<file path="src/rtl/ofs_seq_pkg.sv">
package ofs_seq_pkg;

  localparam int unsigned BYTE_W   = 8;
  localparam int unsigned NUM_REGS = 4;
  localparam int unsigned IDX_W    = $clog2(NUM_REGS);

  typedef enum logic [IDX_W-1:0] {
    SLOT_AE_LO = 2'd0,
    SLOT_AE_HI = 2'd1,
    SLOT_AF_LO = 2'd2,
    SLOT_AF_HI = 2'd3
  } slot_e;

  // Index of the slot after the current one, wrapping after the last slot.
  function automatic logic [IDX_W-1:0] slot_next(input logic [IDX_W-1:0] cur);
    return (cur == IDX_W'(NUM_REGS-1)) ? '0 : cur + 1'b1;
  endfunction

  // Builds a 16-bit threshold from its low and high bytes.
  function automatic logic [2*BYTE_W-1:0] join_bytes(input logic [BYTE_W-1:0] lo,
                                                     input logic [BYTE_W-1:0] hi);
    return {hi, lo};
  endfunction

endpackage

</file>
<file path="src/rtl/ofs_seq_ptr.sv">
module ofs_seq_ptr
  import ofs_seq_pkg::*;
(
  input  logic             clk,
  input  logic             rst_n,
  input  logic             step,
  output logic [IDX_W-1:0] sel
);

  always_ff @(posedge clk or negedge rst_n) begin
    if (!rst_n)    sel <= SLOT_AE_LO;
    else if (step) sel <= slot_next(sel);
  end

endmodule

</file>
<file path="src/rtl/ofs_seq_bank.sv">
module ofs_seq_bank
  import ofs_seq_pkg::*;
#(
  parameter int unsigned DEF_LEVEL = 7
) (
  input  logic                             clk,
  input  logic                             rst_n,
  input  logic                             wr_en,
  input  logic [IDX_W-1:0]                 sel,
  input  logic [BYTE_W-1:0]                din,
  output logic [NUM_REGS-1:0][BYTE_W-1:0]  bank
);

  localparam logic [2*BYTE_W-1:0] DEF_WORD = (2*BYTE_W)'(DEF_LEVEL);

  for (genvar g = 0; g < NUM_REGS; g++) begin : g_slot
    localparam logic [BYTE_W-1:0] RST_VAL =
      (g % 2 == 0) ? DEF_WORD[BYTE_W-1:0] : DEF_WORD[2*BYTE_W-1:BYTE_W];
    always_ff @(posedge clk or negedge rst_n) begin
      if (!rst_n)                                bank[g] <= RST_VAL;
      else if (wr_en && (sel == IDX_W'(g)))      bank[g] <= din;
    end
  end

  AST_LOAD_LANDS: assert property (@(posedge clk) disable iff (!rst_n)
    wr_en |=> bank[$past(sel)] == $past(din));
  AST_BANK_IDLE: assert property (@(posedge clk) disable iff (!rst_n)
    !wr_en |=> $stable(bank));

endmodule

</file>
<file path="src/rtl/ofs_seq_rdbk.sv">
module ofs_seq_rdbk
  import ofs_seq_pkg::*;
(
  input  logic                             clk,
  input  logic                             rst_n,
  input  logic                             rd_en,
  input  logic [IDX_W-1:0]                 sel,
  input  logic [NUM_REGS-1:0][BYTE_W-1:0]  bank,
  output logic [BYTE_W-1:0]                dout
);

  always_ff @(posedge clk or negedge rst_n) begin
    if (!rst_n)     dout <= '0;
    else if (rd_en) dout <= bank[sel];
  end

  AST_RB_VALUE: assert property (@(posedge clk) disable iff (!rst_n)
    rd_en |=> dout == $past(bank[sel]));
  AST_RB_HOLD: assert property (@(posedge clk) disable iff (!rst_n)
    !rd_en |=> $stable(dout));

endmodule

</file>
<file path="src/rtl/flag_ofs_seq.sv">
module flag_ofs_seq
  import ofs_seq_pkg::*;
#(
  parameter int unsigned ADDR_W    = 13,
  parameter int unsigned DEF_LEVEL = 7
) (
  input  logic              clk,
  input  logic              rst_n,
  input  logic              cfg_sel_n,
  input  logic              wr_en_n,
  input  logic              rd_en_a_n,
  input  logic              rd_en_b_n,
  input  logic [BYTE_W-1:0] wr_data,
  output logic [BYTE_W-1:0] rd_data,
  output logic [ADDR_W-1:0] ae_level,
  output logic [ADDR_W-1:0] af_level
);

  // Named events for the assertions
  logic                            load_hit;
  logic                            readback_req;
  logic                            readback_hit;
  logic                            step;
  logic [IDX_W-1:0]                sel;
  logic [NUM_REGS-1:0][BYTE_W-1:0] bank;
  logic [2*BYTE_W-1:0]             ae_word;
  logic [2*BYTE_W-1:0]             af_word;

  assign load_hit     = !cfg_sel_n && !wr_en_n;
  assign readback_req = !cfg_sel_n && !rd_en_a_n && !rd_en_b_n;
  assign readback_hit = readback_req && !load_hit;   // write side has priority
  assign step         = load_hit || readback_hit;

  ofs_seq_ptr u_ptr (
    .clk   (clk),
    .rst_n (rst_n),
    .step  (step),
    .sel   (sel)
  );

  ofs_seq_bank #(.DEF_LEVEL(DEF_LEVEL)) u_bank (
    .clk   (clk),
    .rst_n (rst_n),
    .wr_en (load_hit),
    .sel   (sel),
    .din   (wr_data),
    .bank  (bank)
  );

  ofs_seq_rdbk u_rdbk (
    .clk   (clk),
    .rst_n (rst_n),
    .rd_en (readback_hit),
    .sel   (sel),
    .bank  (bank),
    .dout  (rd_data)
  );

  always_comb begin
    ae_word  = join_bytes(bank[SLOT_AE_LO], bank[SLOT_AE_HI]);
    af_word  = join_bytes(bank[SLOT_AF_LO], bank[SLOT_AF_HI]);
    ae_level = ae_word[ADDR_W-1:0];
    af_level = af_word[ADDR_W-1:0];
  end

  AST_WRAP: assert property (@(posedge clk) disable iff (!rst_n)
    (step && sel == IDX_W'(NUM_REGS-1)) |=> sel == '0);
  AST_SELECT_HOLD: assert property (@(posedge clk) disable iff (!rst_n)
    cfg_sel_n |=> $stable(sel));
  AST_COLLIDE: assert property (@(posedge clk) disable iff (!rst_n)
    (load_hit && readback_req) |=> $stable(rd_data));
  AST_LEVELS_IDLE: assert property (@(posedge clk) disable iff (!rst_n)
    cfg_sel_n |=> ($stable(ae_level) && $stable(af_level)));

endmodule

</file>
<file path="config.mk">
export PLATFORM = sky130hd
export DESIGN_NAME = flag_ofs_seq
export DESIGN_NICKNAME = d
export VERILOG_FILES = /design/src/rtl/ofs_seq_pkg.sv /design/src/rtl/ofs_seq_ptr.sv /design/src/rtl/ofs_seq_bank.sv /design/src/rtl/ofs_seq_rdbk.sv /design/src/rtl/flag_ofs_seq.sv
export SDC_FILE = /design/constraint.sdc
export NUM_CORES = 1
export LEC_CHECK = 0
export BUFFER_PORTS_ARGS = -buffer_cell sky130_fd_sc_hd__buf_2
export CORE_UTILIZATION = 47
export DETAILED_ROUTE_END_ITERATION = 10
export GPL_TIMING_DRIVEN = 1
export PLACE_DENSITY_LB_ADDON = 0.1
export SKIP_CTS_REPAIR_TIMING = 1
export SLEW_MARGIN = 10
export SYNTH_ARGS = -nofsm -noshare
export SYNTH_HDL_FRONTEND = slang
export SYNTH_HIERARCHICAL = 1
export SYNTH_SLANG_ARGS = --single-unit
</file>
<file path="constraint.sdc">
create_clock -name clk -period 1.5 [get_ports clk]
set_clock_uncertainty 0.2 [all_clocks]
set_input_delay 0.225 -clock clk [delete_from_list [all_inputs] [get_ports clk]]
set_output_delay 0.225 -clock clk [all_outputs]
set_load 0.1 [all_outputs]
</file>
==> Yosys cells after proc, flatten, opt, wreduce, memory -nomap -nowiden <==
Cells that the tools add are included.
{ "word_totals": {"regBits": 42, "input_bits": 14, "out_inout_bits": 34, "word_cells": 29} }
{ "op_classes": {"n_addsub": 1, "magnitude_cmp": 1, "eq_ne": 3, "mux": 3, "reduce_logical": 15} }
{ "op_table": {"columns": ["op", "n"], "rows": [
  ["$bmux 8 s2", 1],
  ["$logic_and 1x1->1", 8],
  ["$mux 8", 1],
  ["$logic_not 1->1", 5],
  ["$eq 2x2->1 const B", 2],
  ["$lt 2x3->1 const B", 1],
  ["$add 2x1->2 const B", 1],
  ["$eq 2x1->1 const B", 1],
  ["$logic_not 2->1", 1],
  ["$mux 2", 1],
  ["$logic_or 1x1->1", 1]
]} }

==> Longest topological paths before layout <==
Gate-level depths: netlist of the first run.
{ "depth": {"depth_word": 5, "ltp_mapped": 4, "ltp_nobuf": 3} }

==> By module <==
The synthesis of the first run kept the hierarchy.
{ "by_module_without_submodules": {"columns": ["mod", "instances", "cells_per_inst", "area_each_um2", "seq_area_each_um2"], "rows": [
  ["ofs_seq_bank", 1, 68, 1219.9, 808.3],
  ["ofs_seq_rdbk", 1, 45, 525.5, 200.2],
  ["ofs_seq_ptr", 1, 6, 88.8, 50.0],
  ["flag_ofs_seq", 1, 4, 30.0, 0.0]
]} }

==> Worst setup path after synthesis of the first run <==
No wires, ideal clock.
{ "synth_timing": {"kind": "input-to-reg", "start": "input cfg_sel_n", "end": "register u_bank/bank[3] (netlist name)", "setup_time_ns": 0.126, "t_arrival_ns": 1.245, "t_required_ns": 1.174, "setup_slack_ns": -0.071, "stages": 3, "n_path_buf": 0, "path_cell_list": "nor2_1 nor3b_4 mux2_2"} }
{ "synth_via": {"elab_chain_len": 3} }
{ "synth_lines": {"columns": ["element", "line_no", "text"], "rows": [
  ["start: declaration", "flag_ofs_seq.sv:9", "input logic cfg_sel_n,"],
  ["$logic_not 1->1", "flag_ofs_seq.sv:29", "assign load_hit = !cfg_sel_n && !wr_en_n;"],
  ["$logic_and 1x1->1", "flag_ofs_seq.sv:29", null],
  ["$logic_and 1x1->1", "ofs_seq_bank.sv:21", "else if (wr_en && (sel == IDX_W'(g))) bank[g] <= din;"],
  ["end signal: indexed assignment", "ofs_seq_bank.sv:21", null],
  ["end: declaration", "ofs_seq_bank.sv:11", "output logic [NUM_REGS-1:0][BYTE_W-1:0] bank"]
]} }
No other way between the ends.
A chain may end at the register's enable or synchronous reset.

==> Worst setup path after layout of the first run <==
{ "layout_timing": {"start": "register u_ptr.sel[0]", "end": "register u_bank/bank[5] (netlist name)"} }
{ "layout_via": {"elab_chain_len": 2} }
{ "layout_lines": {"columns": ["element", "line_no", "text"], "rows": [
  ["start: declaration", "ofs_seq_ptr.sv:7", "output logic [IDX_W-1:0] sel"],
  ["start signal: assignment", "ofs_seq_ptr.sv:12", "else if (step) sel <= slot_next(sel);"],
  ["$logic_not 2->1", "ofs_seq_bank.sv:21", null],
  ["$logic_and 1x1->1", "ofs_seq_bank.sv:21", null]
]} }
No other way between the ends.

==> results of run 1 <==
==> synth_stat cells (all sizes together) <==
library cell,n
buf,3
nand2,1
mux2,34
dfrtp,36
ha,1
o21a,1
dfstp,6
nand3b,2
nor3b,1
mux2i,16
nor4b,1
o221ai,8
nand3,1
nor2,3
nand2b,9
==> logic make-up after synthesis <==
group	share of synthesized area [%]
adders and majority gates	0.671
and+or+nand+nor	7.38
DFF	56.8
AOI/OAI and AO/OA	4.16
buffers and inverters	1.88
muxes	29.1
==> per-stage QoR <==
step / setup slack, ps / instance area (sq um) / instances / hold slack, ps / utilization, %
5_1_grt: -94.3 / 2950 / 242 / 8.75 / 78.9
2_1_floorplan: 0.431 / 1890 / 123 / -271 / -
3_3_place_gp: -88.0 / 2770 / 228 / -59.8 / 74.1
4_1_cts: -101 / 2890 / 236 / -380 / 77.2
3_5_place_dp: -125 / 2770 / 228 / -55.9 / 74.1
6_report: -55.9 / 2950 / 242 / 8.72 / 78.9
==> critical path, cell delays in order (launching register included) <==
cell	delay [ps]
dfrtp_2	480
nor3b_4	240
buf_4	180
mux2_2	340
==> sequential cells by signal, summed over array words and instances (netlist names) <==
name / count
u_rdbk/dout: 8
u_ptr/sel: 2
u_bank/bank: 32
==> worst max-delay path by stage <==
stage | to | from
2_1_floorplan | u_bank/bank[3] | u_ptr/sel[0]
4_1_cts | u_bank/bank[20] | u_ptr/sel[0]
3_5_place_dp | u_rdbk/dout[2] | cfg_sel_n
5_1_grt | u_bank/bank[5] | u_ptr/sel[0]
3_3_place_gp | u_bank/bank[21] | cfg_sel_n
6_report | u_bank/bank[5] | u_ptr/sel[0]
==> metal layers <==
layer / vias up / wire length (um) / global-route usage (%)
met3: 11 / 200 / 6.16
met2: 45 / 2460 / 41.9
met1: 684 / 2010 / 32.5
li1: 600 / - / -
met4: 0 / 91 / 10.0
met5: - / 0 / 0
==> cell type report <==
class / count / area (sq um) / area share (%)
Clock buffer: 7 / 86.3 / 2.92
Clock inverter: 1 / 30.0 / 1.02
Multi-Input combinational cell: 78 / 785 / 26.6
Sequential cell: 42 / 1090 / 36.8
Tap cell: 48 / 60.1 / 2.03
Timing Repair Buffer: 66 / 906 / 30.7
==> impl_results.md, run 1 <==
- Pins Over Slew Limit: 0
- Final Hold Fails: 0
- CP max FO: 7
- Vias in the first global route: 1,455
- Top cell type's share of synthesized area: 48.3%
- Synth Net Count: 138
- Worst hold stages: 2
- Vias: 1,340
- Total negative slack: -258 ps
- GRT Util Overall: 25.6%
- Avg Inst Size Synth: 15.2 sq um
- Area contributors post-synth: dfrtp_1 (48%), mux2_2 (21%), mux2i_1 (8.6%), dfstp_2 (8.5%), o221ai_1 (3.8%)
- Min-delay src: wr_data[3]
- Crit path capture type: flop
- Post-synthesis cell area: 0.00186 sq mm
- Detailed placement HPWL: 3370 um
- FMAX: 643 MHz
- Cts bufs inserted: 5
- Crit path kind: reg2reg
- Diode count: 0
- CP Launch Type: flop
- First-pass GRT wire length: 7590 um
- Yosys top cell by area: dfrtp_1
- Clk_lat worst skew: 300 ps
- Die height: 65.0 um
- Share of post-route cells with drive strength above 1: 72.2%
- Die width: 65.0 um
- Origin of the critical flop-to-flop path: u_ptr/sel[0]
- Sequential area share after synthesis: 56.8%
- DRC Markers: 0
- Row count: 22
- Die area: 0.00422 sq mm
- Via-per-instance ratio: 5.54
- Fin crit share: 104%
- Clock buffer depth: 2
- Worst R2R Path Depth: 3
- Root buffer cell: clkbuf_8
- Area delta synth->final: 58.4%
- Core area: 0.00374 sq mm
- Max_cap viols: 0
- Slew of the pin with the lowest slew margin: 358 ps
- YS warnings: 6
- Post-route ant nets: 0
- CTS tree: built
- #FFs+latches synth: 42
- Nets: 208
- Congestion Overflow GR: 0
- WP data required: 1480 ps
- Most common library cell in the layout ignoring fill and taps: buf_12
- Post-synthesis cell type count: 17
- Outcome: finished with violations
- Tmin final: 1560 ps
- Most frequent cells in the layout: buf_12 (35), mux2_2 (34), dfrtp_2 (22)
- Final WL: 4750 um
- Final setup viols: 7
- Hold EP: u_bank/bank[11]
- Clock-pin slew on the worst setup and hold paths: 80 ps
- Iteration-0 DRC Markers: 68
- Routability congestion estimate: 0.832
- # fillers: 232
- CP arrival: 1540 ps
- IO Count: 48
- Antenna violations before repair: 0
- DRT Pass-1 Iters: 4
- DR WL/cell: 19.6 um
- Largest net degree at the start of global routing: 21
- R2r setup slk: -60 ps
- Unrepaired setup endpoints after global routing: true
- Failing checks: negative setup slack
- CTS Sinks: 42
- IO buf count: 47
- H-Tree Depth: 2
- Min-Delay Path Class: in2reg
- Initial Utilization: 49.8%
- Setup WS post-layout: -55.9 ps
- Synthesized instance count: 123
- Worst R2R End: u_bank/bank[5]
- Slew headroom: 76.1%
Power of run 1 is left out: the tool's default activity adds up to more than one toggle a clock period on the data nets, which glitch-free logic cannot reach.
==> run 2: changes to the inputs <==
--- a/config.mk
+++ b/config.mk
@@ -5,8 +5,9 @@
 export SDC_FILE = /design/constraint.sdc
 export NUM_CORES = 1
 export LEC_CHECK = 0
+export ABC_AREA = 1
 export BUFFER_PORTS_ARGS = -buffer_cell sky130_fd_sc_hd__buf_2
-export CORE_UTILIZATION = 47
+export CORE_UTILIZATION = 49
 export DETAILED_ROUTE_END_ITERATION = 10
 export GPL_TIMING_DRIVEN = 1
 export PLACE_DENSITY_LB_ADDON = 0.1
==> impl_results.md, run 2 <==
- Outcome: finished with violations
- Failing checks: negative hold slack, negative setup slack
- FMAX: 647 MHz (+0.69%)
- Die width: 69.9 um (+7.6%)
- DRC Markers: 0 (unchanged)
- IO buf count: 47 (unchanged)
- CP arrival: 1120 ps (-420 ps)
- Initial Utilization: 51.5% (+1.7 points)
- Slew headroom: 77.3% (+1.2 points)
- Clk_lat worst skew: 300 ps (about the same)
- Largest family of logic cells by synthesized area: simple AND/OR/NAND/NOR gates
- Routability congestion estimate: 0.860 (+3.3%)
- Asr flop ratio synth: 100% (unchanged)
- Clock-pin slew on the worst setup and hold paths: 80 ps (about the same)
- Synthesized instance count: 289 (+130%)
- Simple-Gate Fraction of Synth Area: 39.0% (+32 points)
- Share of post-route cells with drive strength above 1: 32.3% (-40 points)
- Row count: 24 (+9.1%)
- Crit path capture type: output pin
- Area of the multi-input gates: 895 sq um (+14%)
- Cts bufs inserted: 5 (unchanged)
- Post-synthesis xor/xnor area fraction: 0% (unchanged)
- Fin crit share: 103% (-0.71 points)
- Adder-Cell Fraction of Synth Area: 0.554% (-0.12 points)
- EDFF count, synth: 0 (unchanged)
- Hold_ws: -20.4 ps (-29.1 ps)
- CTS Sinks: 42 (unchanged)
- CTS tree: built
- Clock buffer depth: 2 (unchanged)
- Cell Chain, Critical Path: buf_12
- Final setup viols: 3 (-4)
- Origin of the critical flop-to-flop path: u_ptr/sel[1]
- Via-per-instance ratio: 5.23 (-5.6%)
- Most flop-heavy register: u_bank/bank
- Number of flip-flops in the largest register: 32 (unchanged)
- Avg Inst Size Synth: 7.82 sq um (-48%)
- Core area: 0.00438 sq mm (+17%)
- Worst slack, placed: 2.07 ps (+127 ps)
- Most frequent cell after synthesis: nand2_1
- First-pass GRT wire length: 9610 um (+27%)
- Die area: 0.00489 sq mm (+16%)
- YS warnings: 6 (unchanged)
- Max stage delay on crit path: 650 ps (+170 ps)
- Iteration-0 DRC Markers: 183 (+170%)
- Hold EP: u_bank/bank[2]
- Post-synthesis cell type count: 19 (+2)
- Tmin final: 1550 ps (-10.7 ps)
- Area contributors post-synth: dfrtp_1 (40%), nand2_1 (23%), dfstp_2 (7.0%), nand4_1 (6.6%), nand3_1 (5.3%)
- # fillers: 324 (+40%)
- Most frequent cells in the layout: nand2_1 (136), buf_12 (38), inv_1 (24), nand3_1 (24), nand4_1 (24)
- Congestion Overflow GR: 0 (unchanged)
- DRT Pass-1 Iters: 4 (unchanged)
- Final WL: 5600 um (+18%)
- Area delta synth->final: 44.9%
- Unrepaired setup endpoints after global routing: true
- Vias: 2,102 (+57%)
- Final Hold Fails: 1 (+1)
- Setup WS post-layout: -45.2 ps (+10.7 ps)
- Diode count: 0 (unchanged)
- Largest registers: u_bank/bank x32, u_rdbk/dout x8, u_ptr/sel x2
- Post-Layout Cell Count: 402 (+66%)
- CP Launch Type: flop
- Top cell type's share of synthesized area: 39.9% (-8.5 points)
- Vias in the first global route: 1,983 (+36%)
- Crit path kind: reg2out
- Root buffer cell: clkbuf_8
- Most common library cell in the layout ignoring fill and taps: nand2_1
- Crit-path slowest cell: dfstp_4
- Total negative slack: -106 ps (+152 ps)
- Min-delay src: wr_data[2]
- Worst R2R End: u_bank/bank[5]
- Placed Cells: 389 (+71%)
- Min-Delay Path Class: in2reg
- Antenna violations before repair: 0 (unchanged)
- GRT Util Overall: 25.0% (-0.59 points)
- Post-route ant nets: 0 (unchanged)
- Worst hold stages: 3 (+1)
- Largest net degree at the start of global routing: 34 (+62%)
- Crit path max-delay family: flip-flops
- IO Count: 48 (unchanged)
- Slew of the pin with the lowest slew margin: 340 ps (-17.7 ps)
- WP data required: 1070 ps (-410 ps)
- DR WL/cell: 13.9 um (-29%)
- #FFs+latches synth: 42 (unchanged)
- Compound-gate portion of the synthesized area: 0% (-4.2 points)
- Post-synthesis cell area: 0.00226 sq mm (+21%)
- Post-synth top flop: dfrtp_1
- Mux contribution to synthesized area: 0% (-29 points)
- Yosys top cell by area: dfrtp_1
- Pins Over Slew Limit: 0 (unchanged)
- Sequential area share after synthesis: 46.8% (-9.9 points)
- Synth Net Count: 304 (+120%)
- CP Buf/Inv Count: 1 (unchanged)
- Nets: 364 (+75%)
- R2r setup slk: 80 ps (+140 ps)
- Die height: 69.9 um (+7.6%)
- Max_cap viols: 0 (unchanged)
- Detailed placement HPWL: 4150 um (+23%)
- FF/Latch Area: 0.00110 sq mm (+1.0%)
- Commonest cells in the netlist: nand2_1 (136), dfrtp_1 (36), inv_1 (24), nand3_1 (24), nand4_1 (24)
- Worst R2R Path Depth: 5 (+2)
- H-Tree Depth: 2 (unchanged)
- CP max FO: 3 (-4)
## run 2: changes by cell type after synthesis, sizes merged, moves of 8 or more
| cell | previous run | this run |
|---|---|---|
| buf | 3 | 13 |
| inv | 0 | 31 |
| mux2 | 34 | 0 |
| mux2i | 16 | 0 |
| nand2 | 1 | 137 |
| nand2b | 9 | 0 |
| nand3 | 1 | 27 |
| nand4 | 0 | 24 |
| o221ai | 8 | 0 |
## run 2: stage by stage
stage / utilization (%) / cell area, sq um / hold WS (ps)
2_1_floorplan: - / 2300 / -271
5_1_grt: 74.7 / 3270 / 8.41
6_report: 74.7 / 3270 / -20.4
3_3_place_gp: 71.5 / 3140 / -51.3
4_1_cts: 73.6 / 3230 / -370
3_5_place_dp: 71.5 / 3140 / -54.4
## run 2: layout make-up
class / count / share of cell area (%)
Sequential cell: 42 / 33.5
Multi-Input combinational cell: 194 / 27.3
Inverter: 40 / 5.50
Tap cell: 52 / 1.99
Timing Repair Buffer: 66 / 28.9
Clock inverter: 1 / 0.153
Clock buffer: 7 / 2.64
## run 2: kinds of logic after synthesis
logic type | count (synthesis)
flip-flops | 42
adder cells (fa/ha/maj) | 1
AND/OR/NAND/NOR | 193
buffers and inverters | 53
## run 2: layer usage
metal	vias to the layer above	track usage, %	share of wire, %
li1	1024	-	-
met1	1007	34.5	45
met2	62	39.6	49
met3	9	4.91	4.1
met4	0	8.44	1.6
met5	-	0	0
## run 2: how the worst max path moves through the flow
stage                     cells after the start  slack, ps             end            start
after floorplan                               6         80  u_rdbk/dout[0]  u_bank/bank[16]
after CTS                                     1        -50     ae_level[0]   u_bank/bank[0]
after global placement                        5         50  u_bank/bank[7]     u_ptr/sel[1]
after global routing                          1        -60     ae_level[2]   u_bank/bank[2]
after detailed placement                      6          2  u_rdbk/dout[4]     u_ptr/sel[0]
final                                         1        -50     ae_level[0]   u_bank/bank[0]
Power of run 2 is left out for the same reason.
==> run 3: changes to the inputs <==
--- a/config.mk
+++ b/config.mk
@@ -11,6 +11,7 @@
 export DETAILED_ROUTE_END_ITERATION = 10
 export GPL_TIMING_DRIVEN = 1
 export PLACE_DENSITY_LB_ADDON = 0.1
+export SETUP_SLACK_MARGIN = 0.4
 export SKIP_CTS_REPAIR_TIMING = 1
 export SLEW_MARGIN = 10
 export SYNTH_ARGS = -nofsm -noshare
==> impl_results.md, run 3 (synthesized netlist as in run 2, its figures left out) <==
- Failing checks: negative hold slack, negative setup slack
- DRC Markers: 0 (unchanged)
- Detailed placement HPWL: 4400 um (+6.1%)
- Largest registers: u_bank/bank x32, u_rdbk/dout x8, u_ptr/sel x2
- CP max FO: 3 (unchanged)
- Iteration-0 DRC Markers: 456 (+150%)
- Routability congestion estimate: 0.884 (+2.9%)
- Final WL: 9550 um (+71%)
- Most frequent cells in the layout: nand2_1 (85), buf_12 (41), nand2_2 (38)
- FF/Latch Area: 0.00112 sq mm (+2.1%)
- Pins Over Slew Limit: 0 (unchanged)
- # fillers: 145 (-55%)
- Core area: 0.00438 sq mm (unchanged)
- Area delta synth->final: 77.7%
- Fin crit share: 105% (+1.9 points)
- Share of post-route cells with drive strength above 1: 57.6% (+25 points)
- DRT Pass-1 Iters: 5 (+1)
- Congestion Overflow GR: 0 (unchanged)
- CTS tree: built
- Crit path kind: reg2out
- Slew of the pin with the lowest slew margin: 478 ps (+138 ps)
- Via-per-instance ratio: 6.17 (+18%)
- Vias: 2,691 (+28%)
- Setup WS post-layout: -74.4 ps (-29.2 ps)
- Diode count: 0 (unchanged)
- Worst R2R End: u_rdbk/dout[1]
- Hold_ws: -344 ps (-324 ps)
- Die height: 69.9 um (unchanged)
- Max stage delay on crit path: 660 ps (about the same)
- Row count: 24 (unchanged)
- Number of flip-flops in the largest register: 32 (unchanged)
- Cts bufs inserted: 5 (unchanged)
- GRT Util Overall: 25.9% (+0.89 points)
- Total negative slack: -341 ps (-234 ps)
- Crit path capture type: output pin
- Clk_lat worst skew: 310 ps (about the same)
- R2r setup slk: 10 ps (-70 ps)
- Outcome: finished with violations
- Die area: 0.00489 sq mm (unchanged)
- CP Launch Type: flop
- H-Tree Depth: 2 (unchanged)
- Most common library cell in the layout ignoring fill and taps: nand2_1
- Largest net degree at the start of global routing: 38 (+12%)
- Clock-pin slew on the worst setup and hold paths: 90 ps (about the same)
- Initial Utilization: 51.5% (unchanged)
- Antenna violations before repair: 0 (unchanged)
- Slew headroom: 68.1% (-9.2 points)
- Nets: 398 (+9.3%)
- Post-route ant nets: 0 (unchanged)
- Most flop-heavy register: u_bank/bank
- Post-Layout Cell Count: 436 (+8.5%)
- Final Hold Fails: 19 (+18)
- DR WL/cell: 21.9 um (+57%)
- Unrepaired setup endpoints after global routing: true
- Crit path max-delay family: flip-flops
- WP data required: 1070 ps (about the same)
- CP Buf/Inv Count: 1 (unchanged)
- Vias in the first global route: 2,011 (+1.4%)
- Root buffer cell: clkbuf_8
- Origin of the critical flop-to-flop path: u_bank/bank[17]
- Die width: 69.9 um (unchanged)
- IO buf count: 47 (unchanged)
- Clock buffer depth: 2 (unchanged)
- CP arrival: 1150 ps (+30 ps)
- IO Count: 48 (unchanged)
- Worst R2R Path Depth: 7 (+2)
- Crit-path slowest cell: dfstp_4
- Tmin final: 1570 ps (+29.2 ps)
- First-pass GRT wire length: 9890 um (+2.9%)
- Placed Cells: 384 (-1.3%)
- CTS Sinks: 42 (unchanged)
- Area of the multi-input gates: 0.00117 sq mm (+31%)
- Min-Delay Path Class: in2async
- Cell Chain, Critical Path: buf_12
- Max_cap viols: 0 (unchanged)
- Final setup viols: 6 (+3)
- FMAX: 635 MHz (-1.9%)
==> run 3: layout make-up <==
class / count / area share (%)
repair buffers: 99 / 33.8
multi-input cells: 194 / 29.2
flip-flops and latches: 42 / 27.9
inverters: 40 / 5.05
clock buffers: 8 / 1.99
well taps: 52 / 1.62
repair inverters: 1 / 0.405
==> run 3: through the flow <==
step           area [sq um]  hold WS, ps  utilization, %  setup slack [ps]
6_report               4020         -344            91.6             -74.4
5_1_grt                4020         -317            91.6             -78.5
3_3_place_gp           3120        -9.91            71.3              95.0
3_5_place_dp           3120        -6.22            71.3              87.8
2_1_floorplan          2320         -271               -               143
4_1_cts                3200         -325            73.1             -57.9
==> run 3: worst max-delay path by stage <==
stage | from | to | slack [ps] | depth (start not counted)
2_1_floorplan | u_bank/bank[0] | u_rdbk/dout[0] | 140 | 6
3_3_place_gp | u_ptr/sel[1] | u_bank/bank[4] | 100 | 5
3_5_place_dp | cfg_sel_n | u_ptr/sel[1] | 90 | 8
4_1_cts | u_bank/bank[2] | ae_level[2] | -60 | 1
5_1_grt | u_bank/bank[0] | ae_level[0] | -80 | 1
6_report | u_bank/bank[0] | ae_level[0] | -70 | 1
==> run 3: layer usage <==
metal	wire [um]	vias up	global-route usage, %	part of all wire (%)
met5	0	-	0	0
met4	729	0	9.11	7.6
met3	1020	85	5.48	11
met2	4490	253	41.3	47
met1	3320	1258	35.1	35
li1	-	1095	-	-
Power of run 3 is left out for the same reason.
